[src/rtl/bp_pkg.sv]
package bp_pkg;

    typedef enum logic [3:0] {
        K_NONE, K_ANL, K_ANLN, K_ORL, K_ORLN, K_MOVC, K_MOVB,
        K_CLRB, K_SETB, K_CPLB, K_CLRC, K_SETC, K_CPLC,
        K_JB, K_JNB, K_JBC
    } op_kind_e;

    function automatic op_kind_e decode_op(input logic [7:0] op);
        op_kind_e k;
        case (op)
            8'h82:   k = K_ANL;
            8'hB0:   k = K_ANLN;
            8'h72:   k = K_ORL;
            8'hA0:   k = K_ORLN;
            8'hA2:   k = K_MOVC;
            8'h92:   k = K_MOVB;
            8'hC2:   k = K_CLRB;
            8'hD2:   k = K_SETB;
            8'hB2:   k = K_CPLB;
            8'hC3:   k = K_CLRC;
            8'hD3:   k = K_SETC;
            8'hB3:   k = K_CPLC;
            8'h20:   k = K_JB;
            8'h30:   k = K_JNB;
            8'h10:   k = K_JBC;
            default: k = K_NONE;
        endcase
        return k;
    endfunction

    // instructions whose byte image is written back: port bytes come from the latch
    function automatic logic is_rmw(input op_kind_e k);
        return (k == K_MOVB) || (k == K_CLRB) || (k == K_SETB) ||
               (k == K_CPLB) || (k == K_JBC);
    endfunction

endpackage

[src/rtl/bp_addr_map.sv]
module bp_addr_map #(
    parameter int               ADDR_W    = 8,
    parameter int               RAM_BYTES = 16,
    parameter logic [7:0]       RAM_BASE  = 8'h20,
    parameter int               NUM_SFR   = 4,
    parameter logic [NUM_SFR*8-1:0] SFR_MAP = {8'hF0, 8'hE0, 8'hD0, 8'h90},
    localparam int              RAM_IDX_W = $clog2(RAM_BYTES)
) (
    input  logic [ADDR_W-1:0]    bit_addr,
    output logic [7:0]           byte_addr,
    output logic [2:0]           bit_idx,
    output logic                 is_ram,
    output logic [RAM_IDX_W-1:0] ram_idx,
    output logic [NUM_SFR-1:0]   sfr_hit
);
    assign is_ram    = ~bit_addr[ADDR_W-1];
    assign ram_idx   = bit_addr[3 +: RAM_IDX_W];
    assign bit_idx   = bit_addr[2:0];
    assign byte_addr = is_ram ? (RAM_BASE + {{(8-RAM_IDX_W){1'b0}}, ram_idx})
                              : {bit_addr[ADDR_W-1:3], 3'b000};

    for (genvar i = 0; i < NUM_SFR; i++) begin : g_hit
        assign sfr_hit[i] = ~is_ram && (byte_addr == SFR_MAP[i*8 +: 8]);
    end
endmodule

[src/rtl/bp_bit_alu.sv]
module bp_bit_alu
    import bp_pkg::*;
(
    input  op_kind_e kind,
    input  logic     src_bit,
    input  logic     carry,
    output logic     carry_nx,
    output logic     bit_nx,
    output logic     bit_we,
    output logic     br_valid,
    output logic     br_taken
);
    always_comb begin
        carry_nx = carry;
        bit_nx   = src_bit;
        bit_we   = 1'b0;
        br_valid = 1'b0;
        br_taken = 1'b0;
        case (kind)
            K_ANL:  carry_nx = carry & src_bit;
            K_ANLN: carry_nx = carry & ~src_bit;
            K_ORL:  carry_nx = carry | src_bit;
            K_ORLN: carry_nx = carry | ~src_bit;
            K_MOVC: carry_nx = src_bit;
            K_MOVB: begin bit_nx = carry;    bit_we = 1'b1; end
            K_CLRB: begin bit_nx = 1'b0;     bit_we = 1'b1; end
            K_SETB: begin bit_nx = 1'b1;     bit_we = 1'b1; end
            K_CPLB: begin bit_nx = ~src_bit; bit_we = 1'b1; end
            K_CLRC: carry_nx = 1'b0;
            K_SETC: carry_nx = 1'b1;
            K_CPLC: carry_nx = ~carry;
            K_JB:   begin br_valid = 1'b1; br_taken = src_bit;  end
            K_JNB:  begin br_valid = 1'b1; br_taken = ~src_bit; end
            K_JBC:  begin
                br_valid = 1'b1;
                br_taken = src_bit;
                bit_nx   = 1'b0;
                bit_we   = src_bit;
            end
            default: ;
        endcase
    end
endmodule

[src/rtl/bp_byte_merge.sv]
module bp_byte_merge #(
    parameter int W = 8,
    localparam int IDX_W = $clog2(W)
) (
    input  logic [W-1:0]     old_byte,
    input  logic [IDX_W-1:0] idx,
    input  logic             new_bit,
    output logic [W-1:0]     merged
);
    for (genvar i = 0; i < W; i++) begin : g_bit
        assign merged[i] = (idx == IDX_W'(i)) ? new_bit : old_byte[i];
    end
endmodule

[src/rtl/bool_proc.sv]
module bool_proc
    import bp_pkg::*;
#(
    parameter int                   RAM_BYTES  = 16,
    parameter logic [7:0]           RAM_BASE   = 8'h20,
    parameter int                   NUM_SFR    = 4,
    parameter logic [NUM_SFR*8-1:0] SFR_MAP    = {8'hF0, 8'hE0, 8'hD0, 8'h90},
    parameter int                   PORT_IDX   = 0,
    parameter int                   PSW_IDX    = 1,
    parameter int                   CARRY_POS  = 7,
    parameter logic [7:0]           PORT_RESET = 8'hFF
) (
    input  logic       clk,
    input  logic       rst_n,
    input  logic       op_valid,
    input  logic [7:0] op_code,
    input  logic [7:0] op_bit,
    input  logic [7:0] pin_i,
    output logic       carry_o,
    output logic [7:0] psw_o,
    output logic       wr_en_o,
    output logic [7:0] wr_addr_o,
    output logic [7:0] wr_data_o,
    output logic       br_valid_o,
    output logic       br_taken_o
);
    localparam int RAM_IDX_W = $clog2(RAM_BYTES);

    typedef struct packed {
        logic [RAM_BYTES-1:0][7:0] ram;
        logic [NUM_SFR-1:0][7:0]   sfr;
        logic                      we;
        logic [7:0]                waddr;
        logic [7:0]                wdata;
        logic                      bv;
        logic                      bt;
    } state_t;

    state_t st_d, st_q;

    op_kind_e              kind;
    logic [7:0]            byte_addr;
    logic [2:0]            bit_idx;
    logic                  is_ram;
    logic [RAM_IDX_W-1:0]  ram_idx;
    logic [NUM_SFR-1:0]    sfr_hit;
    logic [7:0]            byte_rd;
    logic [7:0]            merged;
    logic                  src_bit, carry_now;
    logic                  carry_nx, bit_nx, bit_we, br_valid, br_taken;

    assign kind      = op_valid ? decode_op(op_code) : K_NONE;
    assign carry_now = st_q.sfr[PSW_IDX][CARRY_POS];

    bp_addr_map #(
        .ADDR_W(8), .RAM_BYTES(RAM_BYTES), .RAM_BASE(RAM_BASE),
        .NUM_SFR(NUM_SFR), .SFR_MAP(SFR_MAP)
    ) i_map (
        .bit_addr (op_bit),
        .byte_addr(byte_addr),
        .bit_idx  (bit_idx),
        .is_ram   (is_ram),
        .ram_idx  (ram_idx),
        .sfr_hit  (sfr_hit)
    );

    // source byte: port reads see pins unless the byte is being written back
    always_comb begin
        byte_rd = '0;
        if (is_ram) begin
            byte_rd = st_q.ram[ram_idx];
        end else begin
            for (int i = 0; i < NUM_SFR; i++) begin
                if (sfr_hit[i]) begin
                    if (i == PORT_IDX && !is_rmw(kind)) byte_rd = pin_i;
                    else                                byte_rd = st_q.sfr[i];
                end
            end
        end
    end

    assign src_bit = byte_rd[bit_idx];

    bp_bit_alu i_alu (
        .kind    (kind),
        .src_bit (src_bit),
        .carry   (carry_now),
        .carry_nx(carry_nx),
        .bit_nx  (bit_nx),
        .bit_we  (bit_we),
        .br_valid(br_valid),
        .br_taken(br_taken)
    );

    bp_byte_merge #(.W(8)) i_merge (
        .old_byte(byte_rd),
        .idx     (bit_idx),
        .new_bit (bit_nx),
        .merged  (merged)
    );

    always_comb begin
        logic do_wr;
        do_wr = bit_we && (is_ram || (|sfr_hit));
        st_d  = st_q;
        st_d.sfr[PSW_IDX][CARRY_POS] = carry_nx;
        if (do_wr) begin
            if (is_ram) st_d.ram[ram_idx] = merged;
            for (int i = 0; i < NUM_SFR; i++) begin
                if (sfr_hit[i]) st_d.sfr[i] = merged;
            end
        end
        st_d.we    = do_wr;
        st_d.waddr = byte_addr;
        st_d.wdata = merged;
        st_d.bv    = br_valid;
        st_d.bt    = br_taken;
    end

    always_ff @(posedge clk) begin
        if (!rst_n) begin
            st_q <= '0;
            st_q.sfr[PORT_IDX] <= PORT_RESET;
        end else begin
            st_q <= st_d;
        end
    end

    assign carry_o    = st_q.sfr[PSW_IDX][CARRY_POS];
    assign psw_o      = st_q.sfr[PSW_IDX];
    assign wr_en_o    = st_q.we;
    assign wr_addr_o  = st_q.waddr;
    assign wr_data_o  = st_q.wdata;
    assign br_valid_o = st_q.bv;
    assign br_taken_o = st_q.bt;
endmodule

[config.mk]
export PLATFORM = sky130hd
export DESIGN_NAME = bool_proc
export DESIGN_NICKNAME = d
export VERILOG_FILES = /design/src/rtl/bp_pkg.sv /design/src/rtl/bp_addr_map.sv /design/src/rtl/bp_bit_alu.sv /design/src/rtl/bp_byte_merge.sv /design/src/rtl/bool_proc.sv
export SDC_FILE = /design/constraint.sdc
export NUM_CORES = 1
export LEC_CHECK = 0
export BUFFER_PORTS_ARGS = -buffer_cell sky130_fd_sc_hd__buf_2
export CELL_PAD_IN_SITES_DETAIL_PLACEMENT = 1
export CELL_PAD_IN_SITES_GLOBAL_PLACEMENT = 1
export CORE_MARGIN = 2
export CORE_UTILIZATION = 51
export DETAILED_ROUTE_END_ITERATION = 12
export GPL_TIMING_DRIVEN = 0
export PLACE_DENSITY_LB_ADDON = 0.1
export SYNTH_ARGS = -nofsm -noshare
export SYNTH_HDL_FRONTEND = slang
export SYNTH_SLANG_ARGS = --single-unit
[constraint.sdc]
create_clock -name clk -period 6.95 [get_ports clk]
set_input_delay 2.085 -clock clk [delete_from_list [all_inputs] [get_ports clk]]
set_output_delay 2.085 -clock clk [all_outputs]
set_load 0.005 [all_outputs]
Word-level counts from Yosys, hierarchy flattened. Cells that the tools add are included.

Add/subtract/negate cells: 1. Multiply operators: 0. Div/mod/pow operators: 0. Magnitude comparators: 3. Equal/unequal tests: 41. Shift operators: 0. Mux-type cells: 32. Bitwise logic cells: 7. Reductions and logical operators: 22.

Operator list (number): $bwmux W128 (1); $eq A8 B8 Y1 const B (15); $mux W8 (11); $pmux W4 S15 (1); $bmux W8 S4 (1); $demux W8 S4 (1); $eq A4 B4 Y1 const B (8); $eq A4 B3 Y1 const B (4); $eq A8 B6 Y1 const B (2); $mux W16 (1); $eq A3 B3 Y1 const B (4); $mux W1 (10); $reduce_and A2 Y1 (5); $eq A4 B2 Y1 const B (2); $eq A8 B5 Y1 const B (1); $eq A8 B7 Y1 const B (1); $pmux W1 S8 (1); $reduce_or A4 Y1 (2); $add A6 B4 Y7 const A (1); $eq A3 B2 Y1 const B (2); $logic_and A1 B1 Y1 (6); $logic_or A1 B1 Y1 (5); $lt A4 B5 Y1 const B (1); $eq A4 B1 Y1 const B (1); 13 further kinds (19).

Bits in registers: 179. Bits in latches: 0. Memory bits (writable): 0. ROM bits: 0. Memories: 0.

Logic depth before layout (Yosys ltp).
Depth after elaboration: 21. Mapped depth: 15. Gate-level depth less buffers: 10.

Cells and area by module. Synthesis repeated with hierarchy kept, for this count alone.

Cell total of the unflattened synthesis: 945. Area, all modules: 9366.5 um^2.

Modules (own cells, without submodules): bool_proc (times used 1, cells an instance 869, area an instance 8857.2 um^2, seq. area each 3583.4 um^2); bp_bit_alu (times used 1, cells an instance 36, area an instance 212.7 um^2, seq. area each 0.0 um^2); bp_addr_map (times used 1, cells an instance 24, area an instance 151.4 um^2, seq. area each 0.0 um^2); bp_byte_merge (times used 1, cells an instance 16, area an instance 145.1 um^2, seq. area each 0.0 um^2).

Worst setup path before layout. No wires, ideal clock.

Path kind: input -> register. Start point: input port op_code[6]. End point: register st_q[51] in the netlist's numbering. Setup time: 117 ps. Data arrival time: 4791 ps. Required time: 6833 ps. Setup slack: 2041 ps. Stages: 13. Path buffers: 3. Cell sequence: buf_4 -> or3b_1 -> a21boi_1 -> o22ai_1 -> a21oi_2 -> o221a_4 -> buf_6 -> mux2i_4 -> o22ai_4 -> o21a_4 -> or4_1 -> buf_2 -> a32o_1.

Word-level cells in the longest chain between the ends: 20. Elaborated cells between the ends (all ways): 43. Those cells by class: eq/ne (20); mux (14); bitwise (1); reduce/logical (8).

RTL lines: from (decl) (line bool_proc.sv:16) `input logic [7:0] op_code,`; $eq A8 B5 Y1, or another cell as far along (line bp_pkg.sv:11) `case (op)`; $pmux W4 S15 * (line bp_pkg.sv:11); $mux W4 * (line bool_proc.sv:52) `assign kind = op_valid ? decode_op(op_code) : K_NONE;`; $eq A4 B3 Y1 (line bp_pkg.sv:34, bp_bit_alu.sv:19); $logic_or A1 B1 Y1 (4 in a row); $mux W8 (line bool_proc.sv:75) `if (i == PORT_IDX && !is_rmw(kind)) byte_rd = pin_i;`; $mux W8 (4 in a row) (line bool_proc.sv:74) `if (sfr_hit[i]) begin`; $mux W8 (line bool_proc.sv:70) `if (is_ram) begin`; $bmux W1 S3 (line bool_proc.sv:82) `assign src_bit = byte_rd[bit_idx];`; $mux W1 (not written as such) (line bool_proc.sv:82); $not A1 Y1 (line bp_bit_alu.sv:28) `K_CPLB: begin bit_nx = ~src_bit; bit_we = 1'b1; end`; $pmux W1 S4 (line bp_bit_alu.sv:19) `case (kind)`; $mux W1 (line bp_byte_merge.sv:11) `assign merged[i] = (idx == IDX_W'(i)) ? new_bit : old_byte[i];`; $bwmux W128 (line bool_proc.sv:108) `if (is_ram) st_d.ram[ram_idx] = merged;`; to (signal assigned) (line bool_proc.sv:125) `st_q <= st_d;`; to (decl) (line bool_proc.sv:39) `state_t st_d, st_q;`.

Every way passes the cells marked *; elsewhere a longest branch is shown, timed or not. The select of a mux whose other input is x is not followed. A chain may end at the register's enable or synchronous reset.

Final worst setup path.
Start point: input port op_bit[6]. End point: register st_q[67] in the netlist's numbering.

Word-level cells in the longest chain between the ends: 15. Elaborated cells between the ends (all ways): 33. Those cells by class: add/sub (1); order compare (2); eq/ne (4); mux (16); bitwise (1); reduce/logical (9).

RTL lines: from (decl) (line bool_proc.sv:17) `input logic [7:0] op_bit,`; $add A6 B4 Y7 (line bp_addr_map.sv:19) `assign byte_addr = is_ram ? (RAM_BASE + {{(8-RAM_IDX_W){1'b0}}, ram_idx})`; $mux W8 (line bp_addr_map.sv:19); $eq A8 B8 Y1 (line bp_addr_map.sv:23) `assign sfr_hit[i] = ~is_ram && (byte_addr == SFR_MAP[i*8 +: 8]);`; $logic_and A1 B1 Y1 (line bp_addr_map.sv:23); $mux W8 (4 in a row) (line bool_proc.sv:74); $mux W8 (line bool_proc.sv:70); $bmux W1 S3 (line bool_proc.sv:82); $mux W1 (not written as such) (line bool_proc.sv:82); $not A1 Y1 (line bp_bit_alu.sv:28); $pmux W1 S4 (line bp_bit_alu.sv:19); $mux W1 (line bp_byte_merge.sv:11); $bwmux W128 (line bool_proc.sv:108).

Parallel ways exist; a longest one is shown, timed or not. The select of a mux whose other input is x is not followed.

==> flow_summary.toml <==
[logic_synthesis]
synth-seq-cells = 179
async_flop_share_pct = 0
syn-num-nets = 1049
synth_ff_type = "dfxtp_1"
syn_area_um2 = 9100
yosys.cell_types.count = 78
synth_edf_count = 0
syn_avg_cell_area_um2 = 8.91
yosysWarnings = 0
yosysSeqAreaShare_pct = 39.4
synth_cells = 1022

[run]
cap_violations = 0

[clock_network]
cts_buffer_depth = 2
insertion_delay_ns = 0.46
cts_sinks = 179
post_cts_buffers = 0
cts_buffers = 17
htreeDepth = 4
ctsResizeCount = 0
clk_pin_slew_ns = 0.07
hold_buffers = 0
root_buffer = "clkbuf_16"
cts_tree = "done"

[sta]
setup_slack_ns = 0.905
fmax_mhz = 165
worst_pin_slew_ns = 1.15
fin_setup_tns_ns = 0
finalCritPeriodShare_pct = 87.0
rsz0062_at_grt = "no"
slew_viol_final = 0
clock_skew_ns = 0.0152
slew_headroom_pct = 22.2
period_needed_ns = 6.04
setup_violations = 0
report.final.hold_viol_count = 0

[finish]
diodes = 0
syn_to_final_growth_pct = 12.6
final_common_cell = "dfxtp_1"
final_nets = 1115
design_area_um2 = 10200
drive_gt1_share_pct = 17.5
multi_input_area_um2 = 4840
final_util_pct = 59.0
layout_common_cells = "dfxtp_1 (179), nand2_1 (152), o22ai_1 (116), nor2_1 (63), mux2i_1 (62)"
regArea_um2 = 3580
num-fill-cells = 2070

[setup_path]
critPathMaxFanout = 10
crit_type = "input port to flop"
cp_slowest_cell = "nor2b_1"
startpoint_type = "input port"
crit_required_ns = 7.24
crit_path_end_kind = "flop"
arrival_ns = 6.34
crit_chain = "buf_2 -> nor2b_1 -> clkbuf_1 -> a22oi_1 -> nand3_1 -> o21ai_0 -> o21ai_0 -> o311ai_2 -> o22ai_4 -> a2bb2oi_1 -> buf_4 -> o21ai_2 -> buf_4 -> o22ai_1"
cp_slowest_stage_delay_ns = 0.63

[die]
die_area_um2 = 18900
die_h_um = 138
io-pin-count = 55
rows = 48
initial_utilization_pct = 52.4
fp.coreArea_um2 = 17400
die_x_um = 138

[route]
vias_per_cell = 6.68
routed_wl_mm = 34.5
drt_iter0_markers = 936
antenna_left = 0
dr.pass1.iters = 5
via_count = 8858
drcViolationCount = 0
wl_per_cell_um = 26.0

[status]
status = "complete, no violations"

[pwr]
p_per_area_nw_per_um2 = 229
finalPower_mw = 2.35
ir_drop_v = 0.000149
leakage_nw = 4.09

[grt]
grt_max_degree = 19
antenna_found_initial = 0
track_usage_pct = 37.3
gr-total-overflow = 0
grt_pass1_vias = 8666
grt_first_pass_wirelength_mm = 51.8

[place]
placed_area_um2 = 9620
globalplace.congestion = 0.985
dp_hpwl_mm = 24.2
post-place-ws_ns = 0.759
port_buffers = 47

[hold_path]
worstHoldPathType = "flop to flop"
[cells in the mapped netlist, types with 18 or more instances]
cell,number,area share [%]
dfxtp_1,179,39
nand2_1,152,6.3
o22ai_1,116,8.0
nor2_1,63,2.6
mux2i_1,62,6.8
o21ai_0,48,2.6
buf_4,40,3.3
clkbuf_1,36,1.5
nand3_1,34,1.9
a32o_1,24,2.6
a22oi_1,23,1.9
nand2b_1,18,1.2
[critical path: cells and delay by family]
family / cells / cell delay [ns]
buffers and inverters: 4 / 1.24
AND/OR/NAND/NOR: 2 / 0.76
AO/OA/AOI/OAI: 8 / 2.20
[stage by stage]
| step | std cells | hold WS, ns |
|---|---|---|
| finish | 1326 | 0.474 |
| global placement | 1294 | 0.452 |
| floorplan | 1022 | 0.440 |
| detailed placement | 1294 | 0.462 |
| CTS | 1326 | 0.475 |
| global route | 1326 | 0.486 |
[metal layers]
metal / share of wire (%) / GRT usage [%] / routed length [µm]
met5: 0 / 0 / 0
met3: 8.1 / 8.13 / 2780
met2: 46 / 60.6 / 16000
met1: 41 / 47.2 / 14000
met4: 4.8 / 17.2 / 1650
[power breakdown]
| group | total, mW | leakage [nW] | switching (mW) | internal [mW] |
|---|---|---|---|---|
| clock network | 1.05 | 0.304 | 0.487 | 0.558 |
| registers | 1.03 | 1.44 | 0.00154 | 1.03 |
| logic | 0.274 | 2.34 | 0.194 | 0.0803 |
| total | 2.35 | 4.09 | 0.683 | 1.67 |
[sequential cells by signal (all words and copies together) (netlist names)]
register and flops:
br_valid_o 1, st_q 152, wr_addr_o 8, br_taken_o 1, wr_en_o 1, psw_o 8
wr_data_o 8
[final timing paths]
check	depth (start not counted)	from	slack, ns	end
worst min-delay path	2	st_q[118]	0.47	st_q[118]
worst min register to register	2	st_q[118]	0.47	st_q[118]
worst max register to register	12	st_q[101]	2.97	st_q[67]
worst max-delay path	14	op_bit[6]	0.91	st_q[67]
[area by class of cell]
| class | count | share of cell area, % |
|---|---|---|
| plain buffers | 107 | 6.00 |
| clock buffers | 18 | 4.29 |
| clock inverters | 14 | 1.83 |
| inverters | 16 | 0.586 |
| multi-input cells | 720 | 47.3 |
| flip-flops and latches | 179 | 35.0 |
| well taps | 225 | 2.75 |
| repair buffers | 47 | 2.30 |
[logic make-up after synthesis]
kind of cell | Yosys count | synth area share (%)
DFF | 179 | 39.4
AOI/OAI and AO/OA | 298 | 23.2
xor gates and xnor gates | 3 | 0.289
buffers and inverters | 123 | 7.41
muxes | 78 | 9.91
and+or+nand+nor | 341 | 19.8
(Power assumes the default switching activity.)
